<file path="src/rtl/dpr_arb_pkg.sv">
package dpr_arb_pkg;

   // How a node detects a request of higher rank than its own
   typedef enum logic [0:0] {
      DEC_LOOP = 1'b0,   // scan lower-indexed lines one by one
      DEC_MASK = 1'b1    // AND with a constant mask, then reduce
   } dec_style_e;

endpackage

</file>
<file path="src/rtl/dpr_arb_node.sv">
module dpr_arb_node
   import dpr_arb_pkg::*;
#(
   parameter int         NUM_LINES = 16,
   parameter int         MY_IDX    = 0,
   parameter dec_style_e STYLE     = DEC_MASK
) (
   input  logic                 clk,
   input  logic                 rst_n,
   input  logic                 cycle_end,
   input  logic                 want,
   input  logic [NUM_LINES-1:0] req_vec,
   output logic                 req_out,
   output logic                 grant
);

   logic higher_busy;
   logic win;

   // A node drives its own line for as long as local logic asks
   assign req_out = want;

   generate
      if (STYLE == DEC_LOOP) begin : g_loop
         always_comb begin
            higher_busy = 1'b0;
            for (int j = 0; j < MY_IDX; j++) begin
               higher_busy = higher_busy | req_vec[j];
            end
         end
      end else begin : g_mask
         localparam logic [NUM_LINES-1:0] HI_MASK =
            (NUM_LINES'(1) << MY_IDX) - NUM_LINES'(1);
         assign higher_busy = |(req_vec & HI_MASK);
      end
   endgenerate

   // Decision reads the shared line, not the local wish
   assign win = req_vec[MY_IDX] & ~higher_busy;

   always_ff @(posedge clk) begin
      if (!rst_n) begin
         grant <= 1'b0;
      end else if (cycle_end) begin
         grant <= win;
      end
   end

endmodule

</file>
<file path="src/rtl/dpr_owner_flag.sv">
module dpr_owner_flag #(
   parameter int NUM_LINES = 16
) (
   input  logic                 clk,
   input  logic                 rst_n,
   input  logic                 cycle_end,
   input  logic [NUM_LINES-1:0] req_vec,
   output logic                 owned
);

   always_ff @(posedge clk) begin
      if (!rst_n) begin
         owned <= 1'b0;
      end else if (cycle_end) begin
         owned <= |req_vec;
      end
   end

endmodule

</file>
<file path="src/rtl/dpr_bus_arbiter.sv">
module dpr_bus_arbiter
   import dpr_arb_pkg::*;
#(
   parameter int         NUM_LINES = 16,
   parameter int         NUM_DEV   = 16,
   parameter dec_style_e STYLE     = DEC_MASK
) (
   input  logic                 clk,
   input  logic                 rst_n,
   input  logic                 cycle_end,
   input  logic [NUM_DEV-1:0]   dev_want,
   output logic [NUM_LINES-1:0] req_lines,
   output logic [NUM_DEV-1:0]   dev_grant,
   output logic                 bus_owned
);

   localparam int SPARE = NUM_LINES - NUM_DEV;

   generate
      if (NUM_DEV < 1) begin : g_bad_dev
         $error("dpr_bus_arbiter: NUM_DEV must be at least 1");
      end
      if (NUM_DEV > NUM_LINES) begin : g_bad_fit
         $error("dpr_bus_arbiter: NUM_DEV exceeds NUM_LINES");
      end
   endgenerate

   genvar gi;
   generate
      for (gi = 0; gi < NUM_DEV; gi++) begin : g_node
         dpr_arb_node #(
            .NUM_LINES (NUM_LINES),
            .MY_IDX    (gi),
            .STYLE     (STYLE)
         ) u_node (
            .clk       (clk),
            .rst_n     (rst_n),
            .cycle_end (cycle_end),
            .want      (dev_want[gi]),
            .req_vec   (req_lines),
            .req_out   (req_lines[gi]),
            .grant     (dev_grant[gi])
         );
      end
      if (SPARE > 0) begin : g_spare
         assign req_lines[NUM_LINES-1:NUM_DEV] = '0;
      end
   endgenerate

   dpr_owner_flag #(
      .NUM_LINES (NUM_LINES)
   ) u_owner (
      .clk       (clk),
      .rst_n     (rst_n),
      .cycle_end (cycle_end),
      .req_vec   (req_lines),
      .owned     (bus_owned)
   );

endmodule

</file>
<file path="config.mk">
export PLATFORM = sky130hd
export DESIGN_NAME = dpr_bus_arbiter
export DESIGN_NICKNAME = d
export VERILOG_FILES = /design/src/rtl/dpr_arb_pkg.sv /design/src/rtl/dpr_arb_node.sv /design/src/rtl/dpr_owner_flag.sv /design/src/rtl/dpr_bus_arbiter.sv
export SDC_FILE = /design/constraint.sdc
export NUM_CORES = 1
export LEC_CHECK = 0
export ABC_AREA = 1
export BUFFER_PORTS_ARGS = -buffer_cell sky130_fd_sc_hd__buf_4
export CAP_MARGIN = 20
export CORE_MARGIN = 5
export CORE_UTILIZATION = 40
export CTS_CLUSTER_SIZE = 20
export DETAILED_ROUTE_END_ITERATION = 6
export HOLD_SLACK_MARGIN = 0.05
export PLACE_DENSITY = 0.8
export REMOVE_ABC_BUFFERS = 1
export SLEW_MARGIN = 20
export SYNTH_ARGS = -nofsm -noshare
export SYNTH_HDL_FRONTEND = slang
export SYNTH_SLANG_ARGS = --single-unit
export TNS_END_PERCENT = 100
</file>
<file path="constraint.sdc">
create_clock -name clk -period 2 [get_ports clk]
set_input_delay 0.4 -clock clk [delete_from_list [all_inputs] [get_ports clk]]
set_output_delay 0.4 -clock clk [all_outputs]
set_load 0.01 [all_outputs]
</file>
==> reports/metrics.json, run 1 <==
{
  "cells_and_area": {
    "p_r_area_growth_vs_syn_pct": 19.4,
    "design.final.nets": 180,
    "multi_input_area_sq_um": 362,
    "final_core_utilization": 0.491,
    "layout.area.seq_sq_um": 340,
    "layout.cells.non_filler": 190,
    "insertedDiodeCount": 0,
    "fill_cells": 247,
    "post_route_cells_drive_above_1_share": 0.369,
    "layout.cells.most_common": "sky130_fd_sc_hd__buf_4",
    "leading_cell_types_in_the_layout_fill_and_taps_excluded": "sky130_fd_sc_hd__buf_4, sky130_fd_sc_hd__nand2_1, sky130_fd_sc_hd__dfxtp_1"
  },
  "power_and_ir_drop": {
    "power_density_cells_mw_per_mm2": 570,
    "power.ir.vdd_worst_mv": 0.395,
    "pwr-share-comb": 0.209,
    "clockPowerShare": 0.268,
    "total_leakage_power_nw": 0.568,
    "p_sw_frac": 0.272,
    "power.sequential.fraction": 0.523,
    "p_sw_mw": 0.185,
    "cell_internal_power_mw": 0.496
  },
  "setup_path": {
    "worstPathRequired_ns": 1.60,
    "critical_path_class": "reg -> out",
    "crit_path_top_delay_cell": "sky130_fd_sc_hd__dfxtp_1",
    "cp-end-kind": "primary output",
    "timing.critical_path.max_delay_family": "flip-flops",
    "reg2reg_from": "g_node[15].u_node.grant",
    "worst-path-max-fanout": 2,
    "cell_chain_critical_path": "buf_4",
    "worst_setup_sp": "g_node[11].u_node.grant",
    "critPathLaunchType": "flop",
    "critical_path_buf_inv_count": 1,
    "crit_path_max_incr_delay_ns": 0.36,
    "critPathArrivalTime_ns": 0.78
  },
  "outcome": {
    "outcome": "completed"
  },
  "routing": {
    "viasPerCell": 4.53,
    "drt-initial-drc-count": 16,
    "remaining_number_of_nets_flagged_by_the_antenna_check_after_routing": 0,
    "drc": 0,
    "wl_per_cell_um": 11.2,
    "route.final.wire_length_um": 2140,
    "drtPass1Iterations": 2,
    "via_count": 860
  },
  "sta": {
    "finalHoldViolCount": 0,
    "maxSlewHeadroom": 0.848,
    "setup-tns-final_ns": 0,
    "finalMaxSlewViolations": 0,
    "fin_worst_skew_ns": 0,
    "rsz0062_at_grt": "no",
    "worstMarginPinSlew_ns": 0.227,
    "final_number_of_setup_violating_endpoints": 0,
    "finalCritPeriodShare": 0.592,
    "max_freq_ghz": 0.844,
    "final.min_clock_period_ns": 1.18
  },
  "cts": {
    "total_setup_buffers_inserted_after_cts": 0,
    "clk_pin_slew_worst_paths_ns": 0.10,
    "number_of_buffers_added_to_fix_hold_violations_after_cts": 0,
    "htree_num_levels": 1,
    "tritoncts.num_buffers": 3,
    "clock_tree_from_tritoncts": "done",
    "post_cts_resized": 0,
    "cts-root-to-sink-buffers": 2,
    "clock_latency_ns": 0.29,
    "tritoncts_num_sinks": 17,
    "root_buffer": "sky130_fd_sc_hd__clkbuf_4"
  },
  "synth": {
    "syn-cell-area_sq_mm": 0.00100,
    "synth_cell_types": 17,
    "synth.yosys.seq_area_share": 0.340,
    "synthesis.yosys.warnings": 0,
    "syn-instance-count": 140,
    "syn-mean-instance-area_sq_um": 7.15,
    "ys_ff_latch": 17
  },
  "place": {
    "routabilityCongestion": 0.771,
    "place_inst": 186,
    "dpl.hpwl_um": 1740,
    "port_buffers": 51
  },
  "job": {
    "cap_violations": 0
  },
  "global_routing": {
    "grt_antenna_before_repair": 0,
    "grt.total_usage": 0.126,
    "number_of_global_route_vias_before_repair": 832,
    "gr-usage-met1": 0.153,
    "grt.busiest_layer": "met2",
    "grt_util_met2": 0.207,
    "global_route_wire_length_before_repair_um": 3450,
    "grt-ovfl-total": 0,
    "maximum_number_of_pins_on_one_net_before_global_route_repair": 24,
    "globalRouteMet3Util": 0.0302
  },
  "floorplan": {
    "starting_density": 0.412,
    "die_w_um": 60.0,
    "die_h_um": 60.0,
    "die_area_sq_mm": 0.00360,
    "row_count": 18,
    "design.portCount": 52,
    "design.core.area_sq_mm": 0.00243
  },
  "worst_hold_path": {
    "hold_path_startpoint": "dev_want[0]",
    "min_path_type": "in -> reg"
  }
}
==> worst register-to-register path: stages, from the launching register on <==
cell,delay [ns]
sky130_fd_sc_hd__dfxtp_1,0.34
sky130_fd_sc_hd__inv_1,0.04
sky130_fd_sc_hd__o21ai_0,0.13
sky130_fd_sc_hd__nand2_1,0.07
sky130_fd_sc_hd__a21oi_1,0.10
==> cell usage after synthesis <==
| cell type | count | area (sq um) |
|---|---|---|
| sky130_fd_sc_hd__nor2_2 | 1 | 6.26 |
| sky130_fd_sc_hd__o211ai_1 | 1 | 7.51 |
| sky130_fd_sc_hd__nand3b_1 | 3 | 22.5 |
| sky130_fd_sc_hd__nor2_4 | 2 | 22.5 |
| sky130_fd_sc_hd__a21oi_1 | 16 | 80.1 |
| sky130_fd_sc_hd__buf_4 | 32 | 240 |
| sky130_fd_sc_hd__clkbuf_1 | 1 | 3.75 |
| sky130_fd_sc_hd__a21boi_0 | 1 | 7.51 |
| sky130_fd_sc_hd__dfxtp_1 | 17 | 340 |
| sky130_fd_sc_hd__nand2_1 | 24 | 90.1 |
| sky130_fd_sc_hd__inv_2 | 1 | 3.75 |
| sky130_fd_sc_hd__nand3_1 | 6 | 30.0 |
| sky130_fd_sc_hd__nor3_1 | 2 | 10.0 |
| sky130_fd_sc_hd__inv_1 | 11 | 41.3 |
| sky130_fd_sc_hd__buf_2 | 2 | 10.0 |
| sky130_fd_sc_hd__o21ai_0 | 8 | 40.0 |
| sky130_fd_sc_hd__nor2_1 | 12 | 45.0 |
==> cell families after synthesis <==
| logic type | after synthesis | synth area share |
|---|---|---|
| compound gates | 26 | 0.135 |
| flops | 17 | 0.340 |
| buf+inv | 47 | 0.299 |
| simple gates | 50 | 0.226 |
==> per-stage QoR <==
step	hold slack, ns	power [mW]	area, sq um	setup WS, ns
floorplan	0.488	0.402	747	0.923
global placement	0.457	0.505	1170	0.688
detailed placement	0.459	0.508	1170	0.665
CTS	0.365	0.686	1190	0.801
global route	0.359	0.723	1190	0.758
finish	0.366	0.681	1190	0.815
==> metal layers <==
metal	wire [um]	vias to the layer above
met3	187	4
met5	0	-
met2	999	32
li1	-	456
met1	922	368
met4	27	0
==> registers in the layout, summed over array words and instances (netlist names) <==
name / count
g_node.u_node.grant: 16
u_owner.owned: 1
==> final timing paths <==
check                       endpoint  slack (ns)  cells past startpoint
max reg2reg  g_node[15].u_node.grant        1.26                      4
max                    dev_grant[11]        0.82                      1
min reg2reg  g_node[13].u_node.grant        0.47                      2
min           g_node[0].u_node.grant        0.37                      3
==> cell type report <==
cell class | instances | area share
well taps | 30 | 0.0314
clock inverters | 1 | 0.00419
flip-flops and latches | 17 | 0.285
inverters | 12 | 0.0377
repair buffers | 51 | 0.320
multi-input cells | 76 | 0.303
clock buffers | 3 | 0.0188
==> power groups by stage <==
stage	registers [mW]	clock network, mW	logic [mW]
5_1_grt	0.358	0.208	0.157
2_1_floorplan	0.369	0	0.0333
3_3_place_gp	0.364	0	0.141
6_report	0.356	0.183	0.143
3_5_place_dp	0.364	0	0.144
4_1_cts	0.356	0.185	0.145
Note: power is estimated with default switching activity, not from simulation.
==> run 2, diff against run 1 <==
- PLACE_DENSITY: 0.8 -> 0.83
- clock period: 2 -> 1 ns (I/O delays scaled with it)
==> run 2 against run 1 <==
Compared with the run above:
- non-clock buffer count increased by 15
- die area unchanged
- sequential power increased by 100%
- critical path depth unchanged
- worst setup slack got worse by 0.77 ns
- largest cell class unchanged
- worst hold slack got worse by 0.24 ns
- clock-buffer cell count unchanged
- total power increased by 110%
- highest routed layer is now met3
- utilization increased by 6.2 points
- cell area increased by 13%
- global-route usage increased by 0.083 points
==> reports/metrics.json, run 2 (synthesis results as in run 1) <==
{
  "setup_path": {
    "critical_path_class": {"value": "reg -> out", "change": "unchanged"},
    "crit_path_max_incr_delay": {"value": 0.33, "unit": "ns", "change": "was 0.36 ns"},
    "reg2reg_depth": {"value": 4, "change": "unchanged"},
    "cp-end-kind": {"value": "primary output", "change": "unchanged"},
    "regToRegEndpoint": {"value": "g_node[15].u_node.grant", "change": "unchanged"},
    "worstPathRequired": {"value": 0.80, "unit": "ns", "change": "was 1.60 ns"},
    "worst-r2r-setup-slack": {"value": 0.24, "unit": "ns", "change": "was 1.26 ns"},
    "timing.critical_path.max_delay_family": {"value": "flip-flops", "change": "unchanged"},
    "critical_path_buf_inv_count": {"value": 1, "change": "unchanged"},
    "cell_chain_critical_path": {"value": "buf_4", "change": "unchanged"},
    "reg2reg_from": {"value": "g_node[15].u_node.grant", "change": "unchanged"},
    "crit_path_top_delay_cell": {"value": "sky130_fd_sc_hd__dfxtp_2", "change": "was sky130_fd_sc_hd__dfxtp_1"},
    "critPathLaunchType": {"value": "flop", "change": "unchanged"},
    "critPathArrivalTime": {"value": 0.76, "unit": "ns", "change": "was 0.78 ns"},
    "worst-path-max-fanout": {"value": 2, "change": "unchanged"}
  },
  "worst_hold_path": {
    "holdPathEnd": {"value": "g_node[12].u_node.grant", "change": "was g_node[0].u_node.grant"},
    "timing.hold.worst_path_depth": {"value": 2, "change": "was 3"},
    "hold_path_startpoint": {"value": "cycle_end", "change": "was dev_want[0]"},
    "min_path_type": {"value": "in -> reg", "change": "unchanged"}
  },
  "floorplan": {
    "row_count": {"value": 18, "change": "unchanged"},
    "die_w": {"value": 60.0, "unit": "um", "change": "unchanged"},
    "design.portCount": {"value": 52, "change": "unchanged"},
    "die_area": {"value": 0.00360, "unit": "sq mm", "change": "unchanged"},
    "starting_density": {"value": 0.412, "change": "unchanged"},
    "die_h": {"value": 60.0, "unit": "um", "change": "unchanged"},
    "design.core.area": {"value": 0.00243, "unit": "sq mm", "change": "unchanged"}
  },
  "routing": {
    "route.final.wire_length": {"value": 2240, "unit": "um", "change": "was 2140 um"},
    "via_count": {"value": 914, "change": "was 860"},
    "wl_per_cell": {"value": 10.9, "unit": "um", "change": "was 11.2 um"},
    "drt-initial-drc-count": {"value": 23, "change": "was 16"},
    "drc": {"value": 0, "change": "unchanged"},
    "remaining_number_of_nets_flagged_by_the_antenna_check_after_routing": {"value": 0, "change": "unchanged"},
    "viasPerCell": {"value": 4.46, "change": "was 4.53"},
    "drtPass1Iterations": {"value": 4, "change": "was 2"}
  },
  "cells_and_area": {
    "final_core_utilization": {"value": 0.553, "change": "was 0.491"},
    "fill_cells": {"value": 234, "change": "was 247"},
    "design.final.nets": {"value": 195, "change": "was 180"},
    "layout.cells.most_common": {"value": "sky130_fd_sc_hd__buf_4", "change": "unchanged"},
    "post_route_cells_drive_above_1_share": {"value": 0.503, "change": "was 0.369"},
    "insertedDiodeCount": {"value": 0, "change": "unchanged"},
    "largest_register_ff_count": {"value": 16, "change": "unchanged"},
    "leading_cell_types_in_the_layout_fill_and_taps_excluded": {"value": "sky130_fd_sc_hd__buf_4, sky130_fd_sc_hd__nand2_1, sky130_fd_sc_hd__a21oi_1", "change": "was sky130_fd_sc_hd__buf_4, sky130_fd_sc_hd__nand2_1, sky130_fd_sc_hd__dfxtp_1"},
    "p_r_area_growth_vs_syn": {"value": 34.4, "unit": "%", "change": "was 19.4%"},
    "top_regs": {"value": "g_node.u_node.grant x16, u_owner.owned x1", "change": "unchanged"},
    "registers.top_by_ff_count": {"value": "g_node.u_node.grant", "change": "unchanged"}
  },
  "sta": {
    "finalMaxSlewViolations": {"value": 0, "change": "unchanged"},
    "maxSlewHeadroom": {"value": 0.837, "change": "was 0.848"},
    "finalCritPeriodShare": 0.956,
    "max_freq_ghz": 1.05,
    "worstMarginPinSlew": {"value": 0.244, "unit": "ns", "change": "was 0.227 ns"},
    "final_number_of_setup_violating_endpoints": {"value": 0, "change": "unchanged"},
    "finalHoldViolCount": {"value": 0, "change": "unchanged"},
    "fin_worst_skew": {"value": 0, "unit": "ns", "change": "unchanged"},
    "worst_hold_slack": {"value": 0.126, "unit": "ns", "change": "was 0.366 ns"},
    "final.min_clock_period_ns": 0.956
  },
  "place": {
    "dpl.hpwl": {"value": 1940, "unit": "um", "change": "was 1740 um"},
    "port_buffers": {"value": 51, "change": "unchanged"},
    "routabilityCongestion": {"value": 0.725, "change": "was 0.771"}
  },
  "power_and_ir_drop": {
    "power_density_cells": {"value": 1050, "unit": "mW/mm^2", "change": "was 570 mW/mm^2"},
    "total_leakage_power": {"value": 0.652, "unit": "nW", "change": "was 0.568 nW"},
    "power.ir.vdd_worst": {"value": 0.983, "unit": "mV", "change": "was 0.395 mV"}
  },
  "cts": {
    "number_of_buffers_added_to_fix_hold_violations_after_cts": {"value": 0, "change": "unchanged"},
    "clock_latency": {"value": 0.29, "unit": "ns", "change": "about the same"},
    "tritoncts_num_sinks": {"value": 17, "change": "unchanged"},
    "cts-root-to-sink-buffers": {"value": 2, "change": "unchanged"},
    "clock_tree_from_tritoncts": {"value": "done", "change": "unchanged"},
    "root_buffer": {"value": "sky130_fd_sc_hd__clkbuf_4", "change": "unchanged"},
    "tritoncts.num_buffers": {"value": 3, "change": "unchanged"},
    "clk_pin_slew_worst_paths": {"value": 0.10, "unit": "ns", "change": "about the same"},
    "htree_num_levels": {"value": 1, "change": "unchanged"},
    "total_setup_buffers_inserted_after_cts": {"value": 0, "change": "unchanged"}
  },
  "outcome": {
    "outcome": {"value": "completed", "change": "unchanged"}
  },
  "global_routing": {
    "grt_antenna_before_repair": {"value": 0, "change": "unchanged"},
    "global_route_wire_length_before_repair": {"value": 3500, "unit": "um", "change": "was 3450 um"},
    "number_of_global_route_vias_before_repair": {"value": 870, "change": "was 832"},
    "grt.total_usage": {"value": 0.126, "change": "about the same"},
    "maximum_number_of_pins_on_one_net_before_global_route_repair": {"value": 11, "change": "was 24"},
    "grt-ovfl-total": {"value": 0, "change": "unchanged"}
  },
  "job": {
    "cap_violations": {"value": 0, "change": "unchanged"}
  }
}
run 2: worst max path at each step:
stage | start | endpoint | depth (start not counted) | slack [ns]
6_report | g_node[7].u_node.grant | dev_grant[7] | 1 | 0.04
5_1_grt | g_node[13].u_node.grant | dev_grant[13] | 1 | -0.001
4_1_cts | g_node[11].u_node.grant | dev_grant[11] | 1 | 0.01
3_5_place_dp | dev_want[0] | u_owner.owned | 7 | -0.09
3_3_place_gp | dev_want[0] | u_owner.owned | 7 | -0.07
2_1_floorplan | dev_want[4] | u_owner.owned | 6 | 0.12
run 2: routing by layer:
metal	track usage	vias to the layer above	part of all wire
met5	0	-	0
met4	0.0190	0	0
met3	0.0475	0	0.089
met2	0.215	32	0.52
met1	0.154	398	0.39
li1	-	484	-
run 2: final cells by class:
cell class	count	area [sq um]	area share
tap	30	37.5	0.0279
timing repair buffer	66	515	0.383
multi-input combinational	76	362	0.269
clock inverter	1	5.00	0.00372
clock buffer	3	22.5	0.0167
inverter	12	45.0	0.0335
sequential	17	358	0.266
run 2: what timing repair did:
action,4_1_cts,5_1_grt
endpoints found under the setup margin,0,14
gates resized for setup,0,16
endpoints found under the hold margin,0,0
run 2: stage by stage:
step / power (mW) / instances / instance area (sq um) / TNS, ns / setup slack [ns]
2_1_floorplan: 0.805 / 105 / 747 / 0 / 0.123
3_3_place_gp: 1.06 / 201 / 1290 / -0.320 / -0.0675
3_5_place_dp: 1.07 / 201 / 1290 / -0.588 / -0.0869
4_1_cts: 1.44 / 205 / 1320 / 0 / 0.0124
5_1_grt: 1.51 / 205 / 1350 / -0.00104 / -0.00104
6_report: 1.42 / 205 / 1350 / 0 / 0.0437
run 2: power by group:
part	internal (mW)	switching (mW)	leakage, nW	total [mW]
sequential	0.704	0.0129	0.145	0.716
clock	0.149	0.213	0.0177	0.361
combinational	0.185	0.153	0.490	0.337
total	1.04	0.378	0.652	1.42
